**src/rtl/pwr_seq_pkg.sv**
```systemverilog
package pwr_seq_pkg;

  typedef enum logic [2:0] {
    PS_OFF      = 3'd0,
    PS_RAIL_UP  = 3'd1,
    PS_SETTLE   = 3'd2,
    PS_RUN      = 3'd3,
    PS_SHUTDOWN = 3'd4
  } pseq_state_e;

endpackage

```
**src/rtl/pwr_settle_timer.sv**
```systemverilog
module pwr_settle_timer #(
  parameter int CLK_KHZ   = 50000,
  parameter int SETTLE_MS = 5,
  parameter int XMS_W     = 4
) (
  input  logic             clk,
  input  logic             rst_n,
  input  logic             start,
  input  logic             active,
  input  logic [XMS_W-1:0] extra_ms,
  output logic             done
);

  localparam int MAX_CYC = (SETTLE_MS + (1 << XMS_W) - 1) * CLK_KHZ;
  localparam int CW      = $clog2(MAX_CYC + 1);

  logic [CW-1:0] cnt_q;
  logic [CW-1:0] limit_q;
  logic [CW-1:0] limit_calc;

  // target length fixed at the moment chip-enable goes high
  always_comb begin
    limit_calc = CW'((SETTLE_MS + 32'(extra_ms)) * CLK_KHZ);
  end

  always_ff @(posedge clk) begin
    if (!rst_n) begin
      cnt_q   <= '0;
      limit_q <= '0;
    end else if (start) begin
      cnt_q   <= '0;
      limit_q <= limit_calc;
    end else if (active) begin
      cnt_q <= cnt_q + CW'(1);
    end
  end

  assign done = active && (cnt_q == limit_q - CW'(1));

  // the running count never passes the captured target
  a_r3_count_bounded: assert property (@(posedge clk) disable iff (!rst_n)
    active |-> (cnt_q < limit_q));

endmodule

```
**src/rtl/pwr_rail_guard.sv**
```systemverilog
module pwr_rail_guard (
  input  logic clk,
  input  logic rst_n,
  input  logic batt_good,
  input  logic io_good,
  input  logic io_en,
  input  logic chip_en,
  output logic fault,
  output logic seq_err
);

  logic err_q;

  // supply ordering violations as seen from the rails and our own drives
  always_comb begin
    fault = (io_good && !batt_good) ||
            (io_en   && !batt_good) ||
            (chip_en && !io_good);
  end

  always_ff @(posedge clk) begin
    if (!rst_n) err_q <= 1'b0;
    else if (fault) err_q <= 1'b1;
  end

  assign seq_err = err_q;

  // once raised, the error flag stays raised
  a_r5_sticky: assert property (@(posedge clk) disable iff (!rst_n)
    $past(err_q) |-> err_q);

  // a fault is always recorded on the next edge
  a_r5_fault_latched: assert property (@(posedge clk) disable iff (!rst_n)
    fault |=> err_q);

endmodule

```
**src/rtl/pwr_seq_fsm.sv**
```systemverilog
module pwr_seq_fsm
  import pwr_seq_pkg::*;
(
  input  logic        clk,
  input  logic        rst_n,
  input  logic        req_on,
  input  logic        batt_good,
  input  logic        io_good,
  input  logic        fault,
  input  logic        seq_err,
  input  logic        settle_done,
  output pseq_state_e state,
  output logic        io_en,
  output logic        chip_en,
  output logic        rel_n,
  output logic        settle_start,
  output logic        settle_active
);

  pseq_state_e state_q, state_d;
  logic        abort;

  assign abort = !req_on || fault;

  always_comb begin
    state_d = state_q;
    unique case (state_q)
      PS_OFF:      if (req_on && batt_good && !seq_err && !fault) state_d = PS_RAIL_UP;
      PS_RAIL_UP:  if (abort) state_d = PS_SHUTDOWN;
                   else if (io_good) state_d = PS_SETTLE;
      PS_SETTLE:   if (abort) state_d = PS_SHUTDOWN;
                   else if (settle_done) state_d = PS_RUN;
      PS_RUN:      if (abort) state_d = PS_SHUTDOWN;
      PS_SHUTDOWN: state_d = PS_OFF;
      default:     state_d = PS_OFF;
    endcase
  end

  always_ff @(posedge clk) begin
    if (!rst_n) state_q <= PS_OFF;
    else state_q <= state_d;
  end

  // outputs decoded from the state register only: always driven, no glitch path from inputs
  always_comb begin
    io_en   = 1'b0;
    chip_en = 1'b0;
    rel_n   = 1'b0;
    unique case (state_q)
      PS_RAIL_UP:  io_en = 1'b1;
      PS_SETTLE:   begin io_en = 1'b1; chip_en = 1'b1; end
      PS_RUN:      begin io_en = 1'b1; chip_en = 1'b1; rel_n = 1'b1; end
      PS_SHUTDOWN: io_en = 1'b1;
      default:     ;
    endcase
  end

  assign state         = state_q;
  assign settle_start  = (state_q == PS_RAIL_UP) && (state_d == PS_SETTLE);
  assign settle_active = (state_q == PS_SETTLE);

  // rail enable only follows a good battery
  a_r1_io_after_batt: assert property (@(posedge clk) disable iff (!rst_n)
    $rose(io_en) |-> $past(batt_good));

  // chip-enable only follows a good I/O rail
  a_r2_en_after_io: assert property (@(posedge clk) disable iff (!rst_n)
    $rose(chip_en) |-> ($past(io_good) && io_en));

  // the rail enable is the last to fall
  a_r4_down_order: assert property (@(posedge clk) disable iff (!rst_n)
    $fell(io_en) |-> (!chip_en && !rel_n && $past(!chip_en) && $past(!rel_n)));

  // a fault while powered forces shutdown next cycle
  a_r6_fault_forces_down: assert property (@(posedge clk) disable iff (!rst_n)
    (fault && state_q != PS_OFF && state_q != PS_SHUTDOWN) |=> (state_q == PS_SHUTDOWN));

  // latched error holds the sequencer off
  a_r7_lockout: assert property (@(posedge clk) disable iff (!rst_n)
    (seq_err && state_q == PS_OFF) |=> (state_q == PS_OFF));

endmodule

```
**src/rtl/pwr_seq_ctrl.sv**
```systemverilog
module pwr_seq_ctrl
  import pwr_seq_pkg::*;
#(
  parameter int CLK_KHZ   = 50000,
  parameter int SETTLE_MS = 5,
  parameter int XMS_W     = 4
) (
  input  logic             clk,
  input  logic             rst_n,
  input  logic             req_on,
  input  logic             batt_good,
  input  logic             io_good,
  input  logic [XMS_W-1:0] extra_ms,
  output logic             io_en,
  output logic             chip_en,
  output logic             reset_n_out,
  output logic [2:0]       state_o,
  output logic             seq_err
);

  localparam int BASE_CYC = SETTLE_MS * CLK_KHZ;

  pseq_state_e state;
  logic        fault;
  logic        settle_start;
  logic        settle_active;
  logic        settle_done;

  pwr_rail_guard u_guard (
    .clk       (clk),
    .rst_n     (rst_n),
    .batt_good (batt_good),
    .io_good   (io_good),
    .io_en     (io_en),
    .chip_en   (chip_en),
    .fault     (fault),
    .seq_err   (seq_err)
  );

  pwr_settle_timer #(
    .CLK_KHZ   (CLK_KHZ),
    .SETTLE_MS (SETTLE_MS),
    .XMS_W     (XMS_W)
  ) u_timer (
    .clk      (clk),
    .rst_n    (rst_n),
    .start    (settle_start),
    .active   (settle_active),
    .extra_ms (extra_ms),
    .done     (settle_done)
  );

  pwr_seq_fsm u_fsm (
    .clk           (clk),
    .rst_n         (rst_n),
    .req_on        (req_on),
    .batt_good     (batt_good),
    .io_good       (io_good),
    .fault         (fault),
    .seq_err       (seq_err),
    .settle_done   (settle_done),
    .state         (state),
    .io_en         (io_en),
    .chip_en       (chip_en),
    .rel_n         (reset_n_out),
    .settle_start  (settle_start),
    .settle_active (settle_active)
  );

  assign state_o = state;

  // checker-side age of chip-enable, used only by the settle-gap property
  logic [31:0] ce_age;
  always_ff @(posedge clk) begin
    if (!rst_n || !chip_en) ce_age <= '0;
    else if (ce_age != '1) ce_age <= ce_age + 32'd1;
  end

  // reset release never comes earlier than the base settle time
  a_r3_settle_gap: assert property (@(posedge clk) disable iff (!rst_n)
    $rose(reset_n_out) |-> (ce_age >= 32'(BASE_CYC)));

  // control lines are never undefined
  a_r9_driven: assert property (@(posedge clk) disable iff (!rst_n)
    !$isunknown({io_en, chip_en, reset_n_out}));

endmodule

```
**config.mk**
```make
export PLATFORM = sky130hd
export DESIGN_NAME = pwr_seq_ctrl
export DESIGN_NICKNAME = d
export VERILOG_FILES = /design/src/rtl/pwr_seq_pkg.sv /design/src/rtl/pwr_settle_timer.sv /design/src/rtl/pwr_rail_guard.sv /design/src/rtl/pwr_seq_fsm.sv /design/src/rtl/pwr_seq_ctrl.sv
export SDC_FILE = /design/constraint.sdc
export NUM_CORES = 1
export LEC_CHECK = 0
export BUFFER_PORTS_ARGS = -buffer_cell sky130_fd_sc_hd__buf_2
export CAP_MARGIN = 20
export CORE_ASPECT_RATIO = 0.5
export CORE_UTILIZATION = 55
export DETAILED_ROUTE_END_ITERATION = 10
export PLACE_DENSITY_LB_ADDON = 0.25
export SLEW_MARGIN = 10
export SYNTH_ARGS = -nofsm -noshare
export SYNTH_HDL_FRONTEND = slang
export SYNTH_SLANG_ARGS = --single-unit
export TNS_END_PERCENT = 5
```
**constraint.sdc**
```tcl
create_clock -name clk -period 12.1 [get_ports clk]
set_input_delay 1.815 -clock clk [delete_from_list [all_inputs] [get_ports clk]]
set_output_delay 1.815 -clock clk [all_outputs]
set_load 0.01 [all_outputs]
```
======== Yosys cells after proc, flatten, opt, wreduce, memory -nomap -nowiden ========
Cells that the tools add are included.
word-level totals
  input port bits ......................... 9
  output and inout bits ................... 7
  word-level logic and storage cells ...... 45
  flip-flop bits (word level) ............. 40
operators by class
  multipliers ............................. 1
  add/subtract/negate cells ............... 3
  bitwise logic cells ..................... 1
  reduce and logical (&&, ||, !) cells .... 20
  eq/ne operators ......................... 6
  mux-type cells .......................... 10
operator list
  operator                  count
  $mul A32 B12 Y16 const B  1
  $add A20 B1 Y20 const B   1
  $eq A20 B20 Y1            1
  $sub A20 B1 Y20 const B   1
  $mux W3                   6
  $pmux W3 S4               1
  $eq A3 B2 Y1 const B      3
  $logic_and A1 B1 Y1       8
  $add A3 B4 Y5 const A     1
  $logic_not A1 Y1          5
  $reduce_or A2 Y1          2
  $reduce_or A4 Y1          1
  $eq A3 B1 Y1 const B      1
  $eq A3 B3 Y1 const B      1
  $logic_not A3 Y1          1
  $logic_or A1 B1 Y1        3
  $mux W1                   3
  $not A1 Y1                1

======== Depth between registers and ports, before layout ========
Gate-level depths: netlist of the first run.
  depth in word-level cells ............... 13
  gate-level depth with buffers ........... 15
  depth with buffers taken out ............ 15

======== Hierarchy ========
Synthesis of the first run repeated with hierarchy kept, for this count alone.
unflattened totals
  cells, all modules ...................... 352
  area total of the unflattened synthesis .. 2987.9 um2
modules (own cells, without submodules)
  module            sequential area each (um2)  times used  area an instance (um2)  cells an instance
  pwr_settle_timer  720.7                       1           2756.4                  327
  pwr_seq_fsm       60.1                        1           178.9                   20
  pwr_rail_guard    20.0                        1           52.6                    5

======== Least setup slack after synthesis of the first run ========
Ideal clock, no wire load.
  path type ............................... input-to-reg
  from .................................... input extra_ms[0]
  to ...................................... register u_timer.limit_q[17]
  arrival time ............................ 4.930 ns
  library setup time ...................... 0.115 ns
  required time ........................... 11.985 ns
  buffers on the path ..................... 0
  stages .................................. 15
  setup slack ............................. 7.056 ns
  path through ............................ ha_1 > xnor2_1 > ha_1 > inv_1 > fa_1 > inv_1 > ha_1 > ha_1 > a21oi_1 > o211ai_1 > or4_1 > a21oi_1 > xor2_1 > o21ai_1 > and2_1
between the ends
  longest elaborated chain between the ends .. 2
RTL lines
  what                  line                    text
  from (decl)           pwr_seq_ctrl.sv:13      input logic [XMS_W-1:0] extra_ms,
  $add A3 B4 Y5         pwr_settle_timer.sv:23  limit_calc = CW'((SETTLE_MS + 32'(extra_ms)) * CLK_KHZ);
  $mul A32 B12 Y16      pwr_settle_timer.sv:23
  to (signal assigned)  pwr_settle_timer.sv:32  limit_q <= limit_calc;
  to (decl)             pwr_settle_timer.sv:18  logic [CW-1:0] limit_q;
No other way between the ends.
A chain may end at the register's enable or synchronous reset.

======== Final worst setup path of the first run ========
Ends and elaborated chain as after synthesis.

==> flow_metrics.py, run 1 <==
metrics = {
    "finish": {
        "syn_to_final_growth_pct": 6.65,
        "drive_gt1_frac": 0.0759,
        "final_util": 0.625,
        "num-nets-final": 410,
        "num-fill-cells": 463,
        "num_antenna_cells": 0,
    },
    "timing": {
        "fin_setup_tns_ps": 0,
        "slew_violations": 0,
        "clock_skew_ps": 4.40,
        "setup_viol": 0,
        "tightest_slew_ps": 1040,
        "setup_ws_ps": 6910,
        "slew_headroom": 0.306,
        "timing.fmax_ghz": 0.193,
        "hold_violations": 0,
        "period_needed_ps": 5190,
        "period_share": 0.429,
        "rsz0062_at_grt": "false",
    },
    "floorplan": {
        "dieArea_sq_mm": 0.00569,
        "die_y_microns": 53.8,
        "rows": 18,
        "start_util": 0.586,
        "io_pins": 16,
        "placeableCoreArea_sq_mm": 0.00504,
        "die_w_microns": 106,
    },
    "run_status": {
        "status": "complete, no violations",
    },
    "setup_path": {
        "path_common_cell": "ha_1",
        "start_kind": "primary input",
        "required_ps": 12290,
        "critPathArrivalTime_ps": 5370,
        "cp_slowest_cell": "fa_1",
        "crit_type": "in2reg",
        "max_stage_delay_ps": 470,
        "path_max_fanout": 7,
        "crit_buf_inv": 3,
        "path_cells": "buf_2 -> ha_1 -> xnor2_1 -> ha_1 -> inv_1 -> fa_1 -> inv_1 -> ha_1 -> ha_1 -> a21oi_1 -> o211ai_1 -> or4_1 -> a21oi_1 -> xor2_1 -> o21ai_1 -> and2_1",
        "end_kind": "flop",
        "crit_family": "adder cells",
    },
    "power_and_ir_drop": {
        "power_density_mw_per_mm2": 102,
        "ir_worst_vdd_mv": 0.0551,
        "leakagePower_nw": 1.44,
        "combPwrFrac": 0.301,
        "p_switching_mw": 0.0991,
        "pwr-share-clk": 0.280,
        "pwr-share-seq": 0.419,
        "switching_share": 0.310,
        "power.internal_mw": 0.221,
    },
    "detailed_routing": {
        "via_per_inst": 5.74,
        "finalWirelength_microns": 6390,
        "wl_per_cell_microns": 14.5,
        "drt_iter0_markers": 93,
        "vias": 2522,
        "route.detailed.drc": 0,
        "drtPass1Iterations": 4,
        "ant_nets": 0,
    },
    "job": {
        "drv_cap": 0,
    },
    "clock_network": {
        "cts-htree-levels": 2,
        "cts-root-buf": "clkbuf_8",
        "holdBufCountCts": 0,
        "path_clk_slew_ps": 70,
        "cts_tree": "yes",
        "clk_latency_ps": 290,
        "cts_setup_buffers": 0,
        "cts_buffers": 5,
        "ctsResizeCount": 0,
        "cts_buffer_depth": 2,
        "cts.sinks": 40,
    },
    "synthesis": {
        "synth_ff_type": "dfxtp_1",
        "synth_top_area_frac": 0.271,
        "syn-num-nets": 402,
        "synthDistinctLibCells": 53,
        "netlist.top_cell.by_area": "dfxtp_1",
        "synthArstFlopShare": 0,
        "syn_area_sq_mm": 0.00295,
        "syn_avg_cell_area_sq_um": 8.21,
        "synth_cells": 360,
        "seq_area_frac_synth": 0.271,
        "yosysWarnings": 0,
        "synth_edf_count": 0,
        "synth.area.top_cells": "dfxtp_1 27%, ha_1 13%, xor2_1 8.0%",
        "ys_ff_latch": 40,
    },
    "place": {
        "place_hpwl_microns": 5030,
        "io_buffers": 15,
        "place_congestion": 0.940,
        "dp_slack_ps": 6640,
    },
    "min_path": {
        "hold_class": "reg2reg",
    },
    "grt": {
        "grt_overflow": 0,
        "grt_max_degree": 24,
        "grt_pass1_wl_microns": 10600,
        "track_usage": 0.243,
        "antenna_found_initial": 0,
        "grt_pass1_vias": 2293,
    },
}
worst paths after layout:
path         cells past startpoint                start  slack [ps]                   to
max                             16          extra_ms[0]        6910  u_timer.limit_q[17]
max reg2reg                      7   u_timer.limit_q[7]        9290       u_fsm.state[0]
min                              2  u_timer.limit_q[19]         480  u_timer.limit_q[19]
min reg2reg                      2  u_timer.limit_q[19]         480  u_timer.limit_q[19]
cell families (layout without fill, tap and decap cells):
| logic type | after synthesis | count (layout) | share of synthesized area |
|---|---|---|---|
| fa+ha+maj | 33 | 33 | 0.145 |
| simple gates | 139 | 139 | 0.244 |
| xor+xnor | 48 | 48 | 0.142 |
| compound gates | 65 | 65 | 0.148 |
| mux | 1 | 1 | 0.00339 |
| flops | 40 | 40 | 0.271 |
| buf+inv | 34 | 43 | 0.0457 |
registers in the layout (all words and copies together), names as in the netlist:
| name | flops |
|---|---|
| u_timer.cnt_q | 20 |
| u_timer.limit_q | 16 |
| u_fsm.state | 3 |
| u_guard.seq_err | 1 |
per-stage QoR:
step | cell area, sq um | power, mW | cells | hold WS, ps
floorplan | 2950 | 0.210 | 360 | 449
global placement | 3060 | 0.229 | 431 | 470
detailed placement | 3060 | 0.232 | 431 | 480
CTS | 3150 | 0.320 | 439 | 489
global route | 3150 | 0.339 | 439 | 523
finish | 3150 | 0.320 | 439 | 485
power groups by stage:
stage / Clock [mW] / Sequential (mW) / Combinational (mW)
final: 0.0895 / 0.134 / 0.0964
after global routing: 0.0975 / 0.134 / 0.108
after CTS: 0.0901 / 0.134 / 0.0958
after detailed placement: 0 / 0.137 / 0.0949
after global placement: 0 / 0.137 / 0.0917
after floorplan: 0 / 0.137 / 0.0734
layer usage:
layer | track usage | up-vias | share of wire
li1 | - | 1298 | -
met1 | 0.319 | 1150 | 0.50
met2 | 0.404 | 64 | 0.44
met3 | 0.0472 | 10 | 0.047
met4 | 0.0972 | 0 | 0.017
met5 | 0 | - | 0
synth_stat cells, drive strengths merged (3+ instances only):
cell type  count
nand3         19
nor4           6
or4            3
buf            4
o21ai         15
a21oi         12
ha            31
o211a          5
and4           6
o21a           4
xnor2         21
nor2          33
a21o           3
xor2          27
nor3           8
a21boi         6
a31oi          7
or3            4
and3           5
inv           19
clkbuf        11
nand2         31
and2           5
nand4          8
dfxtp         40
layout make-up:
class                   count  area, sq um  share of cell area
flip-flops and latches     40          801               0.254
clock buffers               8         90.1              0.0286
multi-input cells         286         2020               0.641
repair buffers             16         82.6              0.0262
well taps                  70         87.6              0.0278
inverters                  19         71.3              0.0226
placed cells by master, fill, tap and decap left out, drive strengths merged, types with 12 or more instances in the layout:
| master | count |
|---|---|
| dfxtp | 40 |
| nor2 | 33 |
| ha | 31 |
| nand2 | 31 |
| xor2 | 27 |
| xnor2 | 21 |
| inv | 19 |
| nand3 | 19 |
| buf | 16 |
| o21ai | 15 |
| a21oi | 12 |
worst reg2reg max path, cell delays in order, from the launching register on:
cell,delay (ps)
dfxtp_1,390
nor4_2,840
nand2_2,100
or3_1,400
a221oi_2,250
nand4_1,130
or4_1,480
a21oi_1,160
No activity file was read; power rests on OpenSTA's default activity.
==> inputs of run 2 (changes only) <==
Clock period 12.1 ns to 4.3 ns, I/O delays scaled along.
==> run 2 against run 1 <==
Count of clock-buffer cells in the layout unchanged. Global-route usage increased by 0.46 points. Highest routed layer unchanged. Via count rose by 0.63%. Clock power grew to 2.8 times the previous value. Wire length is 2.1% higher.
==> flow_metrics.py, run 2 (synthesis gave the netlist of run 1 again) <==
metrics = {
    "run_status": {
        "status": "complete, no violations",
    },
    "grt": {
        "grt_overflow": 0,
        "grt_pass1_wl_microns": 10800,
        "grt_pass1_vias": 2282,
        "antenna_found_initial": 0,
        "track_usage": 0.248,
        "grt_max_degree": 24,
    },
    "timing": {
        "tightest_slew_ps": 964,
        "timing.fmax_ghz": 0.260,
        "setup_viol": 0,
        "fin_setup_tns_ps": 0,
        "period_share": 0.896,
        "clock_skew_ps": 6.26,
        "slew_violations": 0,
        "period_needed_ps": 3850,
        "hold_slack_ps": 479,
        "setup_ws_ps": 447,
        "hold_violations": 0,
        "rsz0062_at_grt": "false",
        "slew_headroom": 0.355,
    },
    "floorplan": {
        "die_w_microns": 106,
        "placeableCoreArea_sq_mm": 0.00504,
        "die_y_microns": 53.8,
        "start_util": 0.586,
        "rows": 18,
        "dieArea_sq_mm": 0.00569,
        "io_pins": 16,
    },
    "min_path": {
        "hold_class": "reg2reg",
    },
    "finish": {
        "largest_reg_flops": 20,
        "num-fill-cells": 458,
        "layout_common_cells": "40 x dfxtp_1, 32 x nor2_1, 31 x ha_1",
        "num-nets-final": 411,
        "num_antenna_cells": 0,
        "final_util": 0.626,
        "drive_gt1_frac": 0.0784,
        "top_register": "u_timer.cnt_q",
        "syn_to_final_growth_pct": 6.90,
        "final_common_cell": "dfxtp_1",
    },
    "place": {
        "place_congestion": 0.924,
        "io_buffers": 15,
        "place_hpwl_microns": 5080,
        "dp_slack_ps": 148,
    },
    "setup_path": {
        "crit_type": "in2reg",
        "path_max_fanout": 7,
        "path_cells": "buf_2 -> ha_1 -> xnor2_1 -> ha_1 -> inv_1 -> fa_1 -> inv_1 -> ha_1 -> ha_1 -> a21oi_1 -> o211ai_1 -> or4_1 -> a21oi_1 -> xor2_1 -> o21ai_1 -> and2_1",
        "path_common_cell": "ha_1",
        "max_stage_delay_ps": 470,
        "required_ps": 4480,
        "cp_slowest_cell": "fa_1",
        "start_kind": "primary input",
        "critPathArrivalTime_ps": 4040,
        "end_kind": "flop",
    },
    "detailed_routing": {
        "vias": 2538,
        "ant_nets": 0,
        "wl_per_cell_microns": 14.8,
        "via_per_inst": 5.77,
        "drt_iter0_markers": 106,
        "route.detailed.drc": 0,
        "finalWirelength_microns": 6520,
        "drtPass1Iterations": 4,
    },
    "job": {
        "drv_cap": 0,
    },
    "power_and_ir_drop": {
        "pwr-share-clk": 0.282,
        "power.internal_mw": 0.622,
        "p_switching_mw": 0.281,
        "ir_worst_vdd_mv": 0.150,
        "power_density_mw_per_mm2": 286,
        "leakagePower_nw": 1.44,
        "switching_share": 0.311,
        "pwr-share-seq": 0.418,
        "combPwrFrac": 0.301,
    },
    "clock_network": {
        "holdBufCountCts": 0,
        "cts_buffer_depth": 2,
        "path_clk_slew_ps": 70,
        "cts.sinks": 40,
        "cts-htree-levels": 2,
        "cts-root-buf": "clkbuf_8",
        "cts_setup_buffers": 0,
        "ctsResizeCount": 0,
        "cts_tree": "yes",
        "clk_latency_ps": 290,
        "cts_buffers": 5,
    },
}
==> run 2: cell types whose count changed in the layout (fill, tap and decap cells not counted), sizes merged <==
cell and change:
buf +1
==> run 2: worst max-delay path: cells and delay by family <==
family	cells	cell delay [ps]
fa+ha+maj	5	1530
buf+inv	3	250
compound gates	4	630
xor+xnor	2	400
simple gates	2	560
==> run 2: layer usage <==
layer  vias up  track usage  routed length [microns]
li1       1284            -                        -
met1      1205        0.314                     3260
met2        42        0.440                     3000
met3         7       0.0484                      195
met4         0       0.0718                       67
met5         -            0                        0
==> run 2: final cells by class <==
| class | instances | area (sq um) | area share |
|---|---|---|---|
| timing repair buffer | 17 | 90.1 | 0.0285 |
| tap | 70 | 87.6 | 0.0277 |
| sequential | 40 | 801 | 0.254 |
| clock buffer | 8 | 90.1 | 0.0285 |
| inverter | 19 | 71.3 | 0.0226 |
| multi-input combinational | 286 | 2020 | 0.639 |
==> run 2: worst paths after layout <==
kind	startpoint	endpoint	slack (ps)	depth (start not counted)
setup reg to reg	u_timer.limit_q[7]	u_fsm.state[0]	1450	7
setup / recovery	extra_ms[0]	u_timer.limit_q[17]	450	16
hold reg to reg	u_timer.limit_q[19]	u_timer.limit_q[19]	480	2
hold / removal	u_timer.limit_q[19]	u_timer.limit_q[19]	480	2
==> run 2: power groups by stage <==
stage	Combinational, mW	Sequential (mW)	Clock, mW
floorplan	0.207	0.385	0
finish	0.271	0.377	0.254
global route	0.303	0.377	0.276
detailed placement	0.267	0.386	0
global placement	0.259	0.385	0
CTS	0.270	0.377	0.259
==> run 2: per-stage QoR <==
stage	total power, mW	instances	instance area (sq um)
2_1_floorplan	0.592	360	2950
3_3_place_gp	0.644	432	3070
3_5_place_dp	0.653	432	3070
4_1_cts	0.906	440	3160
5_1_grt	0.956	440	3160
6_report	0.903	440	3160
